## src/rtl/hsk_pkg.sv

```systemverilog
package hsk_pkg;
    typedef enum logic [2:0] {
        ST_IDLE,
        ST_LOAD,
        ST_ARGS,
        ST_WAIT,
        ST_RESP
    } eng_state_t;

    localparam logic [7:0] VAR_LEN = 8'hFF;
endpackage

```

## src/rtl/hsk_phase.sv

```systemverilog
module hsk_phase (
    input  logic clk,
    input  logic rst,
    input  logic req_n,
    output logic ack_n,
    output logic xfer
);
    logic [1:0] last_q;
    logic [1:0] pair;
    logic       moved;

    assign pair  = {req_n, ack_n};
    assign moved = (pair != last_q);
    assign xfer  = moved && (pair == 2'b01);

    always_ff @(posedge clk) begin
        if (rst) begin
            ack_n  <= 1'b1;
            last_q <= 2'b11;
        end else if (moved) begin
            unique case (pair)
                2'b10: begin
                    ack_n  <= 1'b1;
                    last_q <= 2'b11;
                end
                2'b01: begin
                    ack_n  <= 1'b0;
                    last_q <= 2'b00;
                end
                default: last_q <= pair;
            endcase
        end
    end
endmodule

```

## src/rtl/hsk_bytebuf.sv

```systemverilog
module hsk_bytebuf #(
    parameter int DEPTH = 32,
    localparam int AW = $clog2(DEPTH)
) (
    input  logic          clk,
    input  logic          we,
    input  logic [AW-1:0] waddr,
    input  logic [7:0]    wdata,
    input  logic [AW-1:0] raddr,
    output logic [7:0]    rdata
);
    logic [7:0] mem [DEPTH];

    always_ff @(posedge clk) begin
        if (we) mem[waddr] <= wdata;
    end

    assign rdata = mem[raddr];
endmodule

```

## src/rtl/hsk_cmd_engine.sv

```systemverilog
module hsk_cmd_engine
    import hsk_pkg::*;
#(
    parameter int BUF_DEPTH = 32,
    localparam int AW = $clog2(BUF_DEPTH)
) (
    input  logic          clk,
    input  logic          rst,
    input  logic          req_n,
    output logic          ack_n,
    input  logic          sr_host_wr,
    input  logic [7:0]    sr_wdata,
    output logic [7:0]    sr_rdata,
    output logic          sr_irq,
    output logic [7:0]    tbl_code,
    input  logic [7:0]    tbl_arg_len,
    input  logic [7:0]    tbl_rsp_len,
    output logic          disp_go,
    output logic [7:0]    disp_cmd,
    input  logic [AW-1:0] arg_raddr,
    output logic [7:0]    arg_rdata,
    input  logic          disp_done,
    input  logic          disp_known,
    input  logic [7:0]    disp_size,
    input  logic          rsp_we,
    input  logic [AW-1:0] rsp_waddr,
    input  logic [7:0]    rsp_wdata
);
    localparam logic [7:0] DEPTH_B = 8'(BUF_DEPTH);

    eng_state_t state_q, state_d;

    logic       xfer, wr_ok, rd_ok;
    logic [7:0] cmd_q, arg_len_q, arg_cnt_q, size_q, rsp_cnt_q, rdata_q;
    logic       arg_var_q, rsp_var_q, zero_q, irq_q, go_q;
    logic       args_last, rsp_last, arg_we;
    logic [7:0] rsp_rd, resp_byte;

    hsk_phase u_phase (
        .clk  (clk),
        .rst  (rst),
        .req_n(req_n),
        .ack_n(ack_n),
        .xfer (xfer)
    );

    assign wr_ok = xfer && sr_host_wr;
    assign rd_ok = xfer && !sr_host_wr;

    assign args_last = arg_var_q ? (sr_wdata == 8'd0)
                                 : ((arg_cnt_q + 8'd1) == arg_len_q);
    assign rsp_last  = rsp_var_q ? (size_q == 8'd0)
                                 : ((rsp_cnt_q + 8'd1) == size_q);

    assign arg_we = (state_q == ST_ARGS) && wr_ok && !arg_var_q
                    && (arg_cnt_q < DEPTH_B);

    hsk_bytebuf #(.DEPTH(BUF_DEPTH)) u_argbuf (
        .clk  (clk),
        .we   (arg_we),
        .waddr(arg_cnt_q[AW-1:0]),
        .wdata(sr_wdata),
        .raddr(arg_raddr),
        .rdata(arg_rdata)
    );

    hsk_bytebuf #(.DEPTH(BUF_DEPTH)) u_rspbuf (
        .clk  (clk),
        .we   (rsp_we),
        .waddr(rsp_waddr),
        .wdata(rsp_wdata),
        .raddr(rsp_cnt_q[AW-1:0]),
        .rdata(rsp_rd)
    );

    assign resp_byte = (zero_q || (rsp_cnt_q >= DEPTH_B)) ? 8'h00 : rsp_rd;

    // next-state selection
    always_comb begin
        state_d = state_q;
        unique case (state_q)
            ST_IDLE: if (wr_ok) state_d = ST_LOAD;
            ST_LOAD: state_d = (tbl_arg_len == 8'd0) ? ST_WAIT : ST_ARGS;
            ST_ARGS: if (wr_ok && args_last) state_d = ST_WAIT;
            ST_WAIT: if (disp_done)
                         state_d = (!rsp_var_q && size_q == 8'd0) ? ST_IDLE : ST_RESP;
            ST_RESP: if (rd_ok && rsp_last) state_d = ST_IDLE;
            default: state_d = ST_IDLE;
        endcase
    end

    // state register
    always_ff @(posedge clk) begin
        if (rst) state_q <= ST_IDLE;
        else     state_q <= state_d;
    end

    // datapath and outputs
    always_ff @(posedge clk) begin
        if (rst) begin
            cmd_q     <= 8'd0;
            arg_len_q <= 8'd0;
            arg_cnt_q <= 8'd0;
            size_q    <= 8'd0;
            rsp_cnt_q <= 8'd0;
            rdata_q   <= 8'd0;
            arg_var_q <= 1'b0;
            rsp_var_q <= 1'b0;
            zero_q    <= 1'b0;
            irq_q     <= 1'b0;
            go_q      <= 1'b0;
        end else begin
            irq_q <= 1'b0;
            go_q  <= 1'b0;
            unique case (state_q)
                ST_IDLE: if (wr_ok) begin
                    cmd_q     <= sr_wdata;
                    arg_cnt_q <= 8'd0;
                    rsp_cnt_q <= 8'd0;
                    irq_q     <= 1'b1;
                end
                ST_LOAD: begin
                    arg_len_q <= tbl_arg_len;
                    arg_var_q <= (tbl_arg_len == VAR_LEN);
                    size_q    <= tbl_rsp_len;
                    rsp_var_q <= (tbl_rsp_len == VAR_LEN);
                    go_q      <= (tbl_arg_len == 8'd0);
                end
                ST_ARGS: if (wr_ok) begin
                    irq_q <= 1'b1;
                    go_q  <= args_last;
                    if (arg_var_q) begin
                        arg_len_q <= sr_wdata;
                        arg_var_q <= 1'b0;
                    end else begin
                        arg_cnt_q <= arg_cnt_q + 8'd1;
                    end
                end
                ST_WAIT: if (disp_done) begin
                    zero_q <= !disp_known;
                    if (rsp_var_q) size_q <= disp_known ? disp_size : 8'd0;
                end
                ST_RESP: if (rd_ok) begin
                    irq_q <= 1'b1;
                    if (rsp_var_q) begin
                        rdata_q   <= size_q;
                        rsp_var_q <= 1'b0;
                    end else begin
                        rdata_q   <= resp_byte;
                        rsp_cnt_q <= rsp_cnt_q + 8'd1;
                    end
                end
                default: ;
            endcase
        end
    end

    assign sr_rdata = rdata_q;
    assign sr_irq   = irq_q;
    assign disp_go  = go_q;
    assign tbl_code = cmd_q;
    assign disp_cmd = cmd_q;
endmodule

```

## config.mk

```make
export PLATFORM = sky130hd
export DESIGN_NAME = hsk_cmd_engine
export DESIGN_NICKNAME = d
export VERILOG_FILES = /design/src/rtl/hsk_pkg.sv /design/src/rtl/hsk_phase.sv /design/src/rtl/hsk_bytebuf.sv /design/src/rtl/hsk_cmd_engine.sv
export SDC_FILE = /design/constraint.sdc
export NUM_CORES = 1
export LEC_CHECK = 0
export ABC_CLOCK_PERIOD_IN_PS = 4500
export BUFFER_PORTS_ARGS = -buffer_cell sky130_fd_sc_hd__buf_2
export CAP_MARGIN = 20
export CORE_MARGIN = 2
export CORE_UTILIZATION = 66
export DETAILED_ROUTE_END_ITERATION = 12
export PLACE_DENSITY = 0.9
export SLEW_MARGIN = 10
export SYNTH_ARGS = -nofsm -noshare
export SYNTH_HDL_FRONTEND = slang
export SYNTH_SLANG_ARGS = --single-unit
```

## constraint.sdc

```tcl
create_clock -name clk -period 4.5 [get_ports clk]
set_input_delay 0.9 -clock clk [delete_from_list [all_inputs] [get_ports clk]]
set_output_delay 0.9 -clock clk [all_outputs]
set_load 0.01 [all_outputs]
```

==> impl_metrics.py <==
metrics = {
    "clock_network": {
        "cts_hold_buf": 0,
        "cts-root-buf": "clkbuf_16",
        "cts_sinks": 576,
        "cts_tree": "done",
        "cts_made_buffers": 54,
        "cts_max_path_buffers": 3,
        "clkSlewWorstSetupHoldPaths_ns": 0.06,
        "postCtsSetupBuffers": 0,
        "insertion_delay_ns": 0.61,
        "cts_resized": 0,
        "htreeDepth": 2,
    },
    "global_route": {
        "grt_pass1_vias": 13772,
        "grt_max_degree": 61,
        "grt_overflow_total": 0,
        "antenna_found_initial": 1,
        "grt_first_pass_wirelength_um": 88700,
        "track_usage_pct": 33.5,
    },
    "sta": {
        "fin_tns_setup_ns": 0,
        "max_slew_margin_pct": 40.5,
        "worst_slew_pin_slew_ns": 0.890,
        "final_max_slew_viol_count": 0,
        "finalSetupViolations": 0,
        "hold_viol": 0,
        "rsz0062_at_grt": "no",
        "clock_skew_ns": 0.0267,
        "min_period_ns": 3.93,
        "fin_crit_sh_pct": 87.3,
        "clock.fmax_ghz": 0.255,
    },
    "cells_and_area": {
        "fin_util_pct": 74.8,
        "nets": 1479,
        "mostFrequentLayoutCells": "512 x edfxtp_1, 153 x nor2_1, 137 x mux4_2",
        "final_common_cell": "edfxtp_1",
        "fillers": 1726,
        "syn2layout_area_growth_pct": 11.2,
        "drive_above_1_share_pct": 25.8,
        "n_antenna_cell": 0,
        "final_area_um2": 25900,
    },
    "worst_hold_path": {
        "hold_end": "arg_len_q[3]",
        "hold-path-cell-count": 2,
        "min_from": "arg_len_q[3]",
        "min_path_type": "flop to flop",
    },
    "setup_path": {
        "ff2ff_setup_slack_ns": 0.78,
        "r2r_start": "state_q[2]",
        "critPathLaunchType": "primary input",
        "r2r_cells": 5,
        "r2r_end": "u_argbuf.mem[16][2]",
        "critPathArrivalTime_ns": 3.03,
        "crit_required_ns": 3.60,
        "criticalPathCategory": "primary input to output port",
        "cp-end-kind": "output port",
        "critPathMaxFanout": 18,
    },
    "placement": {
        "place_area_um2": 24200,
        "port_buffers": 91,
        "dp_hpwl_um": 34300,
        "gp_congestion": 0.872,
    },
    "synthesis": {
        "synth.distinct_cells": 53,
        "synth-edff-count": 512,
        "ys_seq_elements": 576,
        "syn_inst": 1316,
        "synthesis.nets": 1381,
        "synthesis.area_um2": 23300,
        "ys_seq_area_share_pct": 71.6,
        "syn_area_per_cell_um2": 17.7,
        "yosys_warnings": 0,
        "synth-main-ff-cell": "edfxtp_1",
        "async_flop_share_pct": 0,
    },
    "detailed_routing": {
        "route.vias.total": 13909,
        "wl_per_cell_um": 31.1,
        "ant_nets": 0,
        "drtIter0Drc": 2113,
        "firstDrtPassIters": 6,
        "viasPerCell": 7.26,
        "wirelength_um": 59600,
        "drc": 0,
    },
    "outcome": {
        "status": "finished clean",
    },
    "floorplan": {
        "start_util_pct": 67.2,
        "core_um2": 34600,
        "die_w_um": 192,
        "ioPinCount": 92,
        "die_area_um2": 36800,
        "core.rowCount": 68,
        "die_h_um": 192,
    },
    "power": {
        "leakagePower_nw": 8.23,
        "p_per_area_nw_per_um2": 442,
        "power_mw": 11.5,
        "worst_ir_drop_vdd_mv": 0.499,
    },
    "run": {
        "drv_cap": 0,
    },
}
power breakdown:
group | leakage (nW) | internal (mW) | switching, mW
clock network | 0.835 | 2.43 | 2.00
registers | 5.13 | 5.93 | 0.144
logic | 2.27 | 0.347 | 0.594
total | 8.23 | 8.71 | 2.74
flip-flops by register name, summed over array words and instances (netlist names), named ones only:
signal	count
u_argbuf.mem	256
u_rspbuf.mem	256
arg_cnt_q	8
arg_len_q	8
disp_cmd	8
rsp_cnt_q	8
size_q	8
sr_rdata	8
state_q	3
u_phase.last_q	2
arg_var_q	1
disp_go	1
rsp_var_q	1
sr_irq	1
u_phase.ack_n	1
zero_q	1
layer usage:
metal | GRT usage, % | wire (um)
met2 | 54.9 | 29400
met4 | 15.1 | 3270
met1 | 44.8 | 20200
met5 | 0 | 13
met3 | 5.92 | 6770
layout make-up:
| type | count | area [um2] | share of cell area [%] |
|---|---|---|---|
| clock inverters | 35 | 263 | 1.02 |
| repair buffers | 117 | 703 | 2.72 |
| inverters | 8 | 30.0 | 0.116 |
| clock buffers | 67 | 1430 | 5.52 |
| well taps | 455 | 569 | 2.20 |
| multi-input cells | 657 | 6230 | 24.1 |
| flip-flops and latches | 576 | 16700 | 64.4 |
logic make-up (layout without fill, tap and decap cells):
kind of cell    after synthesis  after routing  share of synthesized area [%]
mux                         185            185                           15.5
simple gates                308            308                           5.98
buf+inv                      83            227                           1.69
flops                       576            576                           71.6
compound gates              133            133                           3.97
xor+xnor                     23             23                          0.898
fa+ha+maj                     8              8                          0.430
stage by stage:
step	instances	setup slack [ns]	hold WS, ns
2_1_floorplan	1316	0.979	0.479
3_3_place_gp	1810	0.634	0.490
3_5_place_dp	1810	0.559	0.505
4_1_cts	1912	0.541	0.518
5_1_grt	1915	0.478	0.543
6_report	1915	0.572	0.516
Yosys cell counts, types with 12 or more instances:
library cell,n,area (um2)
a21oi_1,39,195
a221oi_1,14,123
a311oi_1,23,201
buf_2,14,70.1
buf_4,15,113
clkbuf_1,37,139
dfxtp_1,64,1280
edfxtp_1,512,15400
mux2_2,29,327
mux2i_1,19,190
mux4_2,137,3090
nand2_1,62,233
nand3_1,24,120
nand3b_1,14,105
nor2_1,153,574
o21ai_0,16,80.1
xnor2_1,12,105
worst max-delay path by stage:
stage | startpoint | cells after the start | to
3_5_place_dp | arg_raddr[0] | 6 | arg_rdata[4]
3_3_place_gp | arg_raddr[0] | 6 | arg_rdata[0]
2_1_floorplan | arg_raddr[1] | 5 | arg_rdata[0]
6_report | arg_raddr[0] | 6 | arg_rdata[3]
5_1_grt | arg_raddr[0] | 6 | arg_rdata[4]
4_1_cts | arg_raddr[0] | 6 | arg_rdata[3]
critical path, stage by stage:
cell	delay, ns
buf_4	0.32
buf_4	0.31
mux4_2	0.55
mux4_2	0.50
mux2_2	0.30
buf_2	0.14
Note: power is estimated with default switching activity, not from simulation.
